## config.mk

```make
export PLATFORM = sky130hd
export DESIGN_NAME = ostmr_top
export DESIGN_NICKNAME = d
export VERILOG_FILES = /design/src/rtl/ostmr_pkg.sv /design/src/rtl/ostmr_counter.sv /design/src/rtl/ostmr_chan.sv /design/src/rtl/ostmr_regs.sv /design/src/rtl/ostmr_top.sv
export SDC_FILE = /design/constraint.sdc
export NUM_CORES = 1
export LEC_CHECK = 0
export BUFFER_PORTS_ARGS = -buffer_cell sky130_fd_sc_hd__buf_2
export CORE_ASPECT_RATIO = 1.75
export CORE_MARGIN = 5
export CORE_UTILIZATION = 40
export CTS_CLUSTER_SIZE = 14
export DETAILED_ROUTE_END_ITERATION = 10
export MAX_ROUTING_LAYER = met4
export SYNTH_ARGS = -nofsm -noshare
export SYNTH_HDL_FRONTEND = slang
export SYNTH_SLANG_ARGS = --single-unit
export TNS_END_PERCENT = 5
```

## constraint.sdc

```tcl
create_clock -name clk_i -period 8.9 [get_ports clk_i]
set_input_delay 0 -clock clk_i [delete_from_list [all_inputs] [get_ports clk_i]]
set_output_delay 0 -clock clk_i [all_outputs]
set_load 0.1 [all_outputs]
```

## src/rtl/ostmr_pkg.sv

```systemverilog
`timescale 1ns/1ps
package ostmr_pkg;
  localparam int unsigned OFS_CNT  = 'h10;
  localparam int unsigned OFS_STAT = 'h14;
  localparam int unsigned OFS_WD   = 'h18;
  localparam int unsigned OFS_EN   = 'h1C;

  typedef enum logic [2:0] {
    SEL_NONE,
    SEL_MATCH,
    SEL_CNT,
    SEL_STAT,
    SEL_WD,
    SEL_EN
  } reg_sel_e;
endpackage

```

## src/rtl/ostmr_counter.sv

```systemverilog
`timescale 1ns/1ps
module ostmr_counter #(
  parameter int unsigned W = 32
) (
  input  logic         clk_i,
  input  logic         rst_ni,
  input  logic         tick_i,
  input  logic         load_i,
  input  logic [W-1:0] load_val_i,
  output logic [W-1:0] cnt_o,
  output logic [W-1:0] step_o,
  output logic         adv_o
);
  logic [W-1:0] cnt_q;

  assign step_o = cnt_q + W'(1);
  assign adv_o  = tick_i && !load_i;
  assign cnt_o  = cnt_q;

  always_ff @(posedge clk_i or negedge rst_ni) begin
    if (!rst_ni)     cnt_q <= '0;
    else if (load_i) cnt_q <= load_val_i;
    else if (tick_i) cnt_q <= step_o;
  end

  // one step per tick, modulo 2^W
  a_r1_count_step: assert property (@(posedge clk_i) disable iff (!rst_ni)
    (tick_i && !load_i) |=> (cnt_q == W'($past(cnt_q) + W'(1))));
  a_r1_count_hold: assert property (@(posedge clk_i) disable iff (!rst_ni)
    (!tick_i && !load_i) |=> $stable(cnt_q));
  // load beats tick
  a_r2_load_wins: assert property (@(posedge clk_i) disable iff (!rst_ni)
    load_i |=> (cnt_q == $past(load_val_i)));
endmodule

```

## src/rtl/ostmr_chan.sv

```systemverilog
`timescale 1ns/1ps
module ostmr_chan #(
  parameter int unsigned W = 32
) (
  input  logic         clk_i,
  input  logic         rst_ni,
  input  logic         wr_i,
  input  logic [W-1:0] wdata_i,
  input  logic         adv_i,
  input  logic [W-1:0] step_i,
  output logic [W-1:0] match_o,
  output logic         hit_o
);
  logic [W-1:0] match_q;

  always_ff @(posedge clk_i or negedge rst_ni) begin
    if (!rst_ni)   match_q <= '0;
    else if (wr_i) match_q <= wdata_i;
  end

  assign match_o = match_q;
  // event only when a tick carries the counter onto the compare value
  assign hit_o   = adv_i && (step_i == match_q);

  // compare value only changes through its own write
  a_r3_match_hold: assert property (@(posedge clk_i) disable iff (!rst_ni)
    !wr_i |=> $stable(match_q));
  a_r3_match_load: assert property (@(posedge clk_i) disable iff (!rst_ni)
    wr_i |=> (match_q == $past(wdata_i)));
endmodule

```

## src/rtl/ostmr_regs.sv

```systemverilog
`timescale 1ns/1ps
module ostmr_regs import ostmr_pkg::*; #(
  parameter int unsigned W      = 32,
  parameter int unsigned NUM_CH = 4,
  parameter int unsigned EN_W   = 12,
  parameter int unsigned WD_CH  = NUM_CH - 1,
  localparam int unsigned IDX_W = $clog2(NUM_CH)
) (
  input  logic                       clk_i,
  input  logic                       rst_ni,
  input  logic                       clr_wr_i,
  input  logic [NUM_CH-1:0]          clr_mask_i,
  input  logic                       en_wr_i,
  input  logic [EN_W-1:0]            en_val_i,
  input  logic                       wd_wr_i,
  input  logic                       wd_bit_i,
  input  logic [NUM_CH-1:0]          hit_i,
  input  logic                       rd_i,
  input  reg_sel_e                   rsel_i,
  input  logic [IDX_W-1:0]           ridx_i,
  input  logic [W-1:0]               cnt_i,
  input  logic [NUM_CH-1:0][W-1:0]   match_i,
  output logic [NUM_CH-1:0]          stat_o,
  output logic                       wdt_o,
  output logic [W-1:0]               rdata_o,
  output logic                       rvalid_o
);
  logic [NUM_CH-1:0] stat_q, stat_d, qual_hit, clr_eff;
  logic [EN_W-1:0]   en_q;
  logic              wd_q, wdt_q, rvalid_q;
  logic [W-1:0]      rdata_q, rmux;

  assign qual_hit = hit_i & en_q[NUM_CH-1:0];
  assign clr_eff  = clr_wr_i ? clr_mask_i : '0;
  // a new qualified event overrides a clear in the same cycle
  assign stat_d   = (stat_q & ~clr_eff) | qual_hit;

  always_ff @(posedge clk_i or negedge rst_ni) begin
    if (!rst_ni) begin
      stat_q <= '0;
      en_q   <= '0;
      wd_q   <= 1'b0;
      wdt_q  <= 1'b0;
    end else begin
      stat_q <= stat_d;
      if (en_wr_i) en_q <= en_val_i;
      if (wd_wr_i && wd_bit_i) wd_q <= 1'b1;
      if (hit_i[WD_CH] && wd_q) wdt_q <= 1'b1;
    end
  end

  always_comb begin
    case (rsel_i)
      SEL_MATCH: rmux = match_i[ridx_i];
      SEL_CNT:   rmux = cnt_i;
      SEL_STAT:  rmux = {{(W-NUM_CH){1'b0}}, stat_q};
      SEL_WD:    rmux = {{(W-1){1'b0}}, wd_q};
      SEL_EN:    rmux = {{(W-EN_W){1'b0}}, en_q};
      default:   rmux = '0;
    endcase
  end

  always_ff @(posedge clk_i or negedge rst_ni) begin
    if (!rst_ni) begin
      rvalid_q <= 1'b0;
      rdata_q  <= '0;
    end else begin
      rvalid_q <= rd_i;
      if (rd_i) rdata_q <= rmux;
    end
  end

  assign stat_o   = stat_q;
  assign wdt_o    = wdt_q;
  assign rdata_o  = rdata_q;
  assign rvalid_o = rvalid_q;

  // no status bit rises without its enable
  a_r3_enable_gate: assert property (@(posedge clk_i) disable iff (!rst_ni)
    1'b1 |=> ((stat_q & ~$past(stat_q) & ~$past(en_q[NUM_CH-1:0])) == '0));
  // cleared bits drop unless a new event arrives
  a_r5_w1c: assert property (@(posedge clk_i) disable iff (!rst_ni)
    (clr_wr_i && |(clr_mask_i & ~hit_i)) |=> ((stat_q & $past(clr_mask_i & ~hit_i)) == '0));
  // a qualified event always lands
  a_r5_set_wins: assert property (@(posedge clk_i) disable iff (!rst_ni)
    (|qual_hit) |=> ((stat_q & $past(qual_hit)) == $past(qual_hit)));
  // watchdog enable is sticky
  a_r8_wd_sticky: assert property (@(posedge clk_i) disable iff (!rst_ni)
    wd_q |=> wd_q);
  // reset request is sticky and has a cause
  a_r9_wdt_sticky: assert property (@(posedge clk_i) disable iff (!rst_ni)
    wdt_q |=> wdt_q);
  a_r9_wdt_cause: assert property (@(posedge clk_i) disable iff (!rst_ni)
    (!wdt_q && !(hit_i[WD_CH] && wd_q)) |=> !wdt_q);
  // read strobe timing
  a_r10_rvalid: assert property (@(posedge clk_i) disable iff (!rst_ni)
    rd_i |=> rvalid_q);
  a_r10_no_rvalid: assert property (@(posedge clk_i) disable iff (!rst_ni)
    !rd_i |=> !rvalid_q);
endmodule

```

## src/rtl/ostmr_top.sv

```systemverilog
`timescale 1ns/1ps
module ostmr_top import ostmr_pkg::*; #(
  parameter int unsigned CNT_W  = 32,
  parameter int unsigned NUM_CH = 4,
  parameter int unsigned EN_W   = 12,
  parameter int unsigned ADDR_W = 8
) (
  input  logic                clk_i,
  input  logic                rst_ni,
  input  logic                tick_en_i,
  input  logic                bus_wr_i,
  input  logic                bus_rd_i,
  input  logic [ADDR_W-1:0]   bus_addr_i,
  input  logic [CNT_W-1:0]    bus_wdata_i,
  output logic [CNT_W-1:0]    bus_rdata_o,
  output logic                bus_rvalid_o,
  output logic [NUM_CH-1:0]   irq_o,
  output logic                wdt_rst_o
);
  localparam int unsigned IDX_W  = $clog2(NUM_CH);
  localparam int unsigned WORD_W = ADDR_W - 2;
  localparam int unsigned WD_CH  = NUM_CH - 1;

  logic [WORD_W-1:0] word;
  logic              aligned, is_match;
  logic [IDX_W-1:0]  ch_idx;
  reg_sel_e          sel;

  assign word     = bus_addr_i[ADDR_W-1:2];
  assign aligned  = (bus_addr_i[1:0] == 2'b00);
  assign is_match = aligned && (word < WORD_W'(NUM_CH));
  assign ch_idx   = word[IDX_W-1:0];

  always_comb begin
    sel = SEL_NONE;
    if (is_match)                           sel = SEL_MATCH;
    else if (bus_addr_i == ADDR_W'(OFS_CNT))  sel = SEL_CNT;
    else if (bus_addr_i == ADDR_W'(OFS_STAT)) sel = SEL_STAT;
    else if (bus_addr_i == ADDR_W'(OFS_WD))   sel = SEL_WD;
    else if (bus_addr_i == ADDR_W'(OFS_EN))   sel = SEL_EN;
  end

  logic                     cnt_load, adv;
  logic [CNT_W-1:0]         cnt, step;
  logic [NUM_CH-1:0]        hit;
  logic [NUM_CH-1:0][CNT_W-1:0] match_vals;

  assign cnt_load = bus_wr_i && (sel == SEL_CNT);

  ostmr_counter #(.W(CNT_W)) u_cnt (
    .clk_i      (clk_i),
    .rst_ni     (rst_ni),
    .tick_i     (tick_en_i),
    .load_i     (cnt_load),
    .load_val_i (bus_wdata_i),
    .cnt_o      (cnt),
    .step_o     (step),
    .adv_o      (adv)
  );

  for (genvar i = 0; i < NUM_CH; i++) begin : g_ch
    logic ch_wr;
    assign ch_wr = bus_wr_i && (sel == SEL_MATCH) && (ch_idx == IDX_W'(i));
    ostmr_chan #(.W(CNT_W)) u_chan (
      .clk_i   (clk_i),
      .rst_ni  (rst_ni),
      .wr_i    (ch_wr),
      .wdata_i (bus_wdata_i),
      .adv_i   (adv),
      .step_i  (step),
      .match_o (match_vals[i]),
      .hit_o   (hit[i])
    );
  end

  ostmr_regs #(
    .W(CNT_W), .NUM_CH(NUM_CH), .EN_W(EN_W), .WD_CH(WD_CH)
  ) u_regs (
    .clk_i      (clk_i),
    .rst_ni     (rst_ni),
    .clr_wr_i   (bus_wr_i && (sel == SEL_STAT)),
    .clr_mask_i (bus_wdata_i[NUM_CH-1:0]),
    .en_wr_i    (bus_wr_i && (sel == SEL_EN)),
    .en_val_i   (bus_wdata_i[EN_W-1:0]),
    .wd_wr_i    (bus_wr_i && (sel == SEL_WD)),
    .wd_bit_i   (bus_wdata_i[0]),
    .hit_i      (hit),
    .rd_i       (bus_rd_i),
    .rsel_i     (sel),
    .ridx_i     (ch_idx),
    .cnt_i      (cnt),
    .match_i    (match_vals),
    .stat_o     (irq_o),
    .wdt_o      (wdt_rst_o),
    .rdata_o    (bus_rdata_o),
    .rvalid_o   (bus_rvalid_o)
  );

  // a load never produces a match event
  a_r2_load_no_hit: assert property (@(posedge clk_i) disable iff (!rst_ni)
    cnt_load |-> (hit == '0));
endmodule

```

==> metrics.md <==
| Metric | Value |
|---|---|
| Status | `complete, no violations` |
| Unrepaired setup endpoints after global routing | `no` |
| Design area | `approximately 15,000 um2` |
| Crit Path Category | `register to register` |
| DRT iter0 DRCs | `roughly 670` |
| First-pass GRT wire length | `slightly above 70 mm` |
| Overall Global Routing Usage | `0.2678` |
| Drt wl/cell | `roughly 28 um` |
| Die H | `246.9 um` |
| Die ar. | `~36,000 um2` |
| Max Cap Viol | `0` |
| Core area | `approximately 32,000 um2` |
| Syn_nets | `approximately 1,300` |
| CTS buffer count | `22` |
| Clk pin slew, worst setup/hold paths | `0.07 ns` |
| Worst Path Arrival | `between 4 and 5 ns` |
| Fin. max-slew vios | `0` |
| Main synth FF type | `dfrtp_1` |
| Final Skew | `around 0.02 ns` |
| Root cell of the clock tree | `clkbuf_16` |
| Most used cell along the critical path | `or4_1` |
| Pin count of the biggest net entering global routing | `76` |
| Max clock buf depth | `3` |
| Detailed Routing Iterations Pass 1 | `6` |
| CP bufs+invs | `0` |
| Clock Sinks | `~210` |
| Setup violators final | `0` |
| CTS tree | `built` |
| Fin crit share | `0.5053` |
| Min Clock Period, post-route | `~4.5 ns` |
| CP max-delay cell | `or4_1` |
| Startpoint types | `register` |
| Nets | `1,336` |
| Cell chain of the critical path | `ha_1 > nand3_1 > or4_1 > nor4_1 > xnor2_1 > xor2_1 > o221ai_1 > or4_1 > o31ai_1` |
| Syn Inst Count | `about 1,200` |
| Die X | `145.4 um` |
| # IOs | `83` |
| Layout cells sized above 1 | `0.2483` |
| CP Capture Type | `register` |
| I/O Buffers | `82` |
| DRT Wirelength | `47.30 mm` |
| H-Tree Depth | `1` |
| Via/cell ratio | `6.116` |
| Total grt overflow | `0` |
| Std-Cell Rows | `between 80 and 90` |
| Post-CTS Setup Repair Bufs | `0` |
| Placer Congestion | `a little over 1` |
| Clk_lat worst skew | `about 0.53 ns` |
| Vias in the first global route | `between 10,000 and 15,000` |
| Detailed placement HPWL | `between 30 and 40 mm` |
| Yosys warnings | `0` |
| Maximum clock rate | `about 220 MHz` |
| PD cells | `approximately 180 nW/um2` |
| Leak Pwr | `between 6 and 7 nW` |
| Min-delay worst type | `input pin to async pin` |
| Final Hold Viols | `0` |
| Syn avg cell area | `10.50 um2` |
| Slew HR | `0.3303` |
| FFs w/ async S/R, synth | `1.000` |
| Number of synthesized flops with an enable pin | `0` |
| Setup TNS Final | `0 ns` |
| Yosys reg bits | `between 200 and 250` |
| Distinct cells, synth | `71` |
| Slowest stage delay, CP | `a little under 0.9 ns` |
| Slew @ Worst Pin | `between 1 and 1.5 ns` |
| CP required | `between 9 and 10 ns` |
| CP max FO | `16` |
| Initial antenna violation count | `0` |
| Dpl cell area | `around 14,000 um2` |
| Ant. Diodes | `0` |
| Post-DRT Antenna Nets | `0` |
| Maximum vdd drop | `203.9 uV` |
| Vias post-DR | `~10,000` |
| Family with the most delay on the worst path | `simple AND/OR/NAND/NOR gates` |
| Area Overhead vs Synth | `13.98%` |
| DRC viols | `0` |
| Initial Util | `0.4056` |
| Part of the Yosys area used for sequential elements | `0.4115` |
| Cell Area, Synth | `12,830 um2` |
| FILL cells | `just over 3,000` |
[per-layer routing]
layer | track usage | up-vias | part of all wire
met1 | 0.2865 | 5277 | 0.36
met4 | 0.1645 | 0 | 0.072
met5 | - | - | 0
li1 | - | 4642 | -
met2 | 0.4783 | 345 | 0.54
met3 | 0.02365 | 139 | 0.036
[cells in the mapped netlist, drive strengths merged, types with 3 or more instances]
cell	count	share of area
dfrtp	211	0.41
mux2	140	0.12
nand2	94	0.027
xnor2	82	0.056
xor2	79	0.054
clkbuf	70	0.020
o21ai	58	0.023
nor2	47	0.014
nand3	39	0.015
inv	35	0.010
mux4	32	0.056
o22ai	32	0.016
a21oi	29	0.011
nand4	25	0.015
buf	24	0.0097
nor4	24	0.013
a22oi	21	0.012
nor3	19	0.0074
and3	9	0.0044
a2111oi	8	0.0059
a222oi	8	0.0062
a31oi	8	0.0039
and4	8	0.0055
or4	8	0.0050
nor3b	7	0.0041
o221ai	7	0.0048
or3	7	0.0034
a221oi	6	0.0041
a32oi	6	0.0041
and2	6	0.0029
nand2b	6	0.0029
nand3b	6	0.0035
a22o	5	0.0034
nor2b	5	0.0024
o2111ai	5	0.0034
o31ai	5	0.0037
o32ai	5	0.0034
a32o	3	0.0023
mux2i	3	0.0023
o211ai	3	0.0018
[worst register-to-register path, stage by stage, from the launching register on]
cell,delay (ns)
dfrtp_1,0.63
ha_1,0.32
nand3_1,0.56
or4_1,0.87
nor4_1,0.65
xnor2_1,0.28
xor2_1,0.18
o221ai_1,0.11
or4_1,0.48
o31ai_1,0.31
[state kept, by name, summed over array words and instances, names as in the netlist]
signal	cells
g_ch.u_chan.match_o	128
u_cnt.cnt_o	32
u_regs.en_q	12
u_regs.rdata_o	32
u_regs.rvalid_o	1
u_regs.stat_o	4
u_regs.wd_q	1
u_regs.wdt_o	1
[repair_timing]
| action | CTS | global route |
|---|---|---|
| hold buffers | 38 | 0 |
| resized for setup | 0 | 0 |
| setup endpoints to repair | 0 | 0 |
| hold endpoints to repair | 249 | 0 |
[path summary, 6_finish.rpt]
path                       depth (start not counted)  slack (ns)                        from                               endpoint
hold / removal                                     2       0.006                      rst_ni         u_regs.rdata_o[17]$_DFFE_PN0P_
max in group asynchronous                          3        7.46                      rst_ni  g_ch[1].u_chan.match_o[0]$_DFFE_PN0P_
min in group clk_i                                 1        0.06                    bus_rd_i              u_regs.rvalid_o$_DFF_PN0_
setup / recovery                                   9        4.40  u_cnt.cnt_o[0]$_DFFE_PN0P_             u_regs.stat_o[3]$_DFF_PN0_
hold reg to reg                                    1        0.51  u_regs.en_q[9]$_DFFE_PN0P_             u_regs.en_q[9]$_DFFE_PN0P_
setup reg to reg                                   9        4.40  u_cnt.cnt_o[0]$_DFFE_PN0P_             u_regs.stat_o[3]$_DFF_PN0_
[area by class of cell]
type	instances	area [um2]	share of cell area
clock inverters	10	105.1	0.007186
clock buffers	29	628.1	0.04294
flip-flops and latches	211	5280	0.3610
inverters	35	131.4	0.008982
repair buffers	138	935.9	0.06399
well taps	396	495.5	0.03388
multi-input cells	882	7051	0.4820
[power by group]
group	switching [mW]	internal (mW)	total, mW
combinational	0.333	0.230	0.563
clock	0.402	0.554	0.956
sequential	0.150	1.02	1.17
total	0.885	1.80	2.69
[metrics by stage]
stage	setup WS (ns)	power (mW)	instances	hold slack [ns]	util
floorplan	5.696	1.517	1222	-0.2956	-
global placement	4.512	1.723	1624	-0.006974	0.4271
detailed placement	4.393	1.725	1624	-0.006376	0.4271
CTS	4.419	2.702	1701	0.02510	0.4623
global route	4.143	2.795	1701	0.08267	0.4623
finish	4.402	2.685	1701	0.005914	0.4623
[kinds of logic after synthesis]
group / synth area share
buffers and inverters: 0.04037
adder cells (fa/ha/maj): 0.0009749
multiplexers: 0.1814
AO/OA/AOI/OAI: 0.1215
XOR/XNOR: 0.1134
flip-flops: 0.4115
AND/OR/NAND/NOR: 0.1309
[placed cells by master (no fill, tap or decap), types with 29 or more instances in the layout]
master / count
mux4_2: 32
nand2_1: 94
inv_1: 35
nand3_1: 37
a21oi_1: 29
nor2_1: 47
dlygate4sd3_1: 38
o22ai_1: 32
mux2_2: 140
buf_2: 81
xnor2_1: 82
dfrtp_1: 211
o21ai_0: 56
xor2_1: 79
Note: power is estimated with default switching activity, not from simulation.
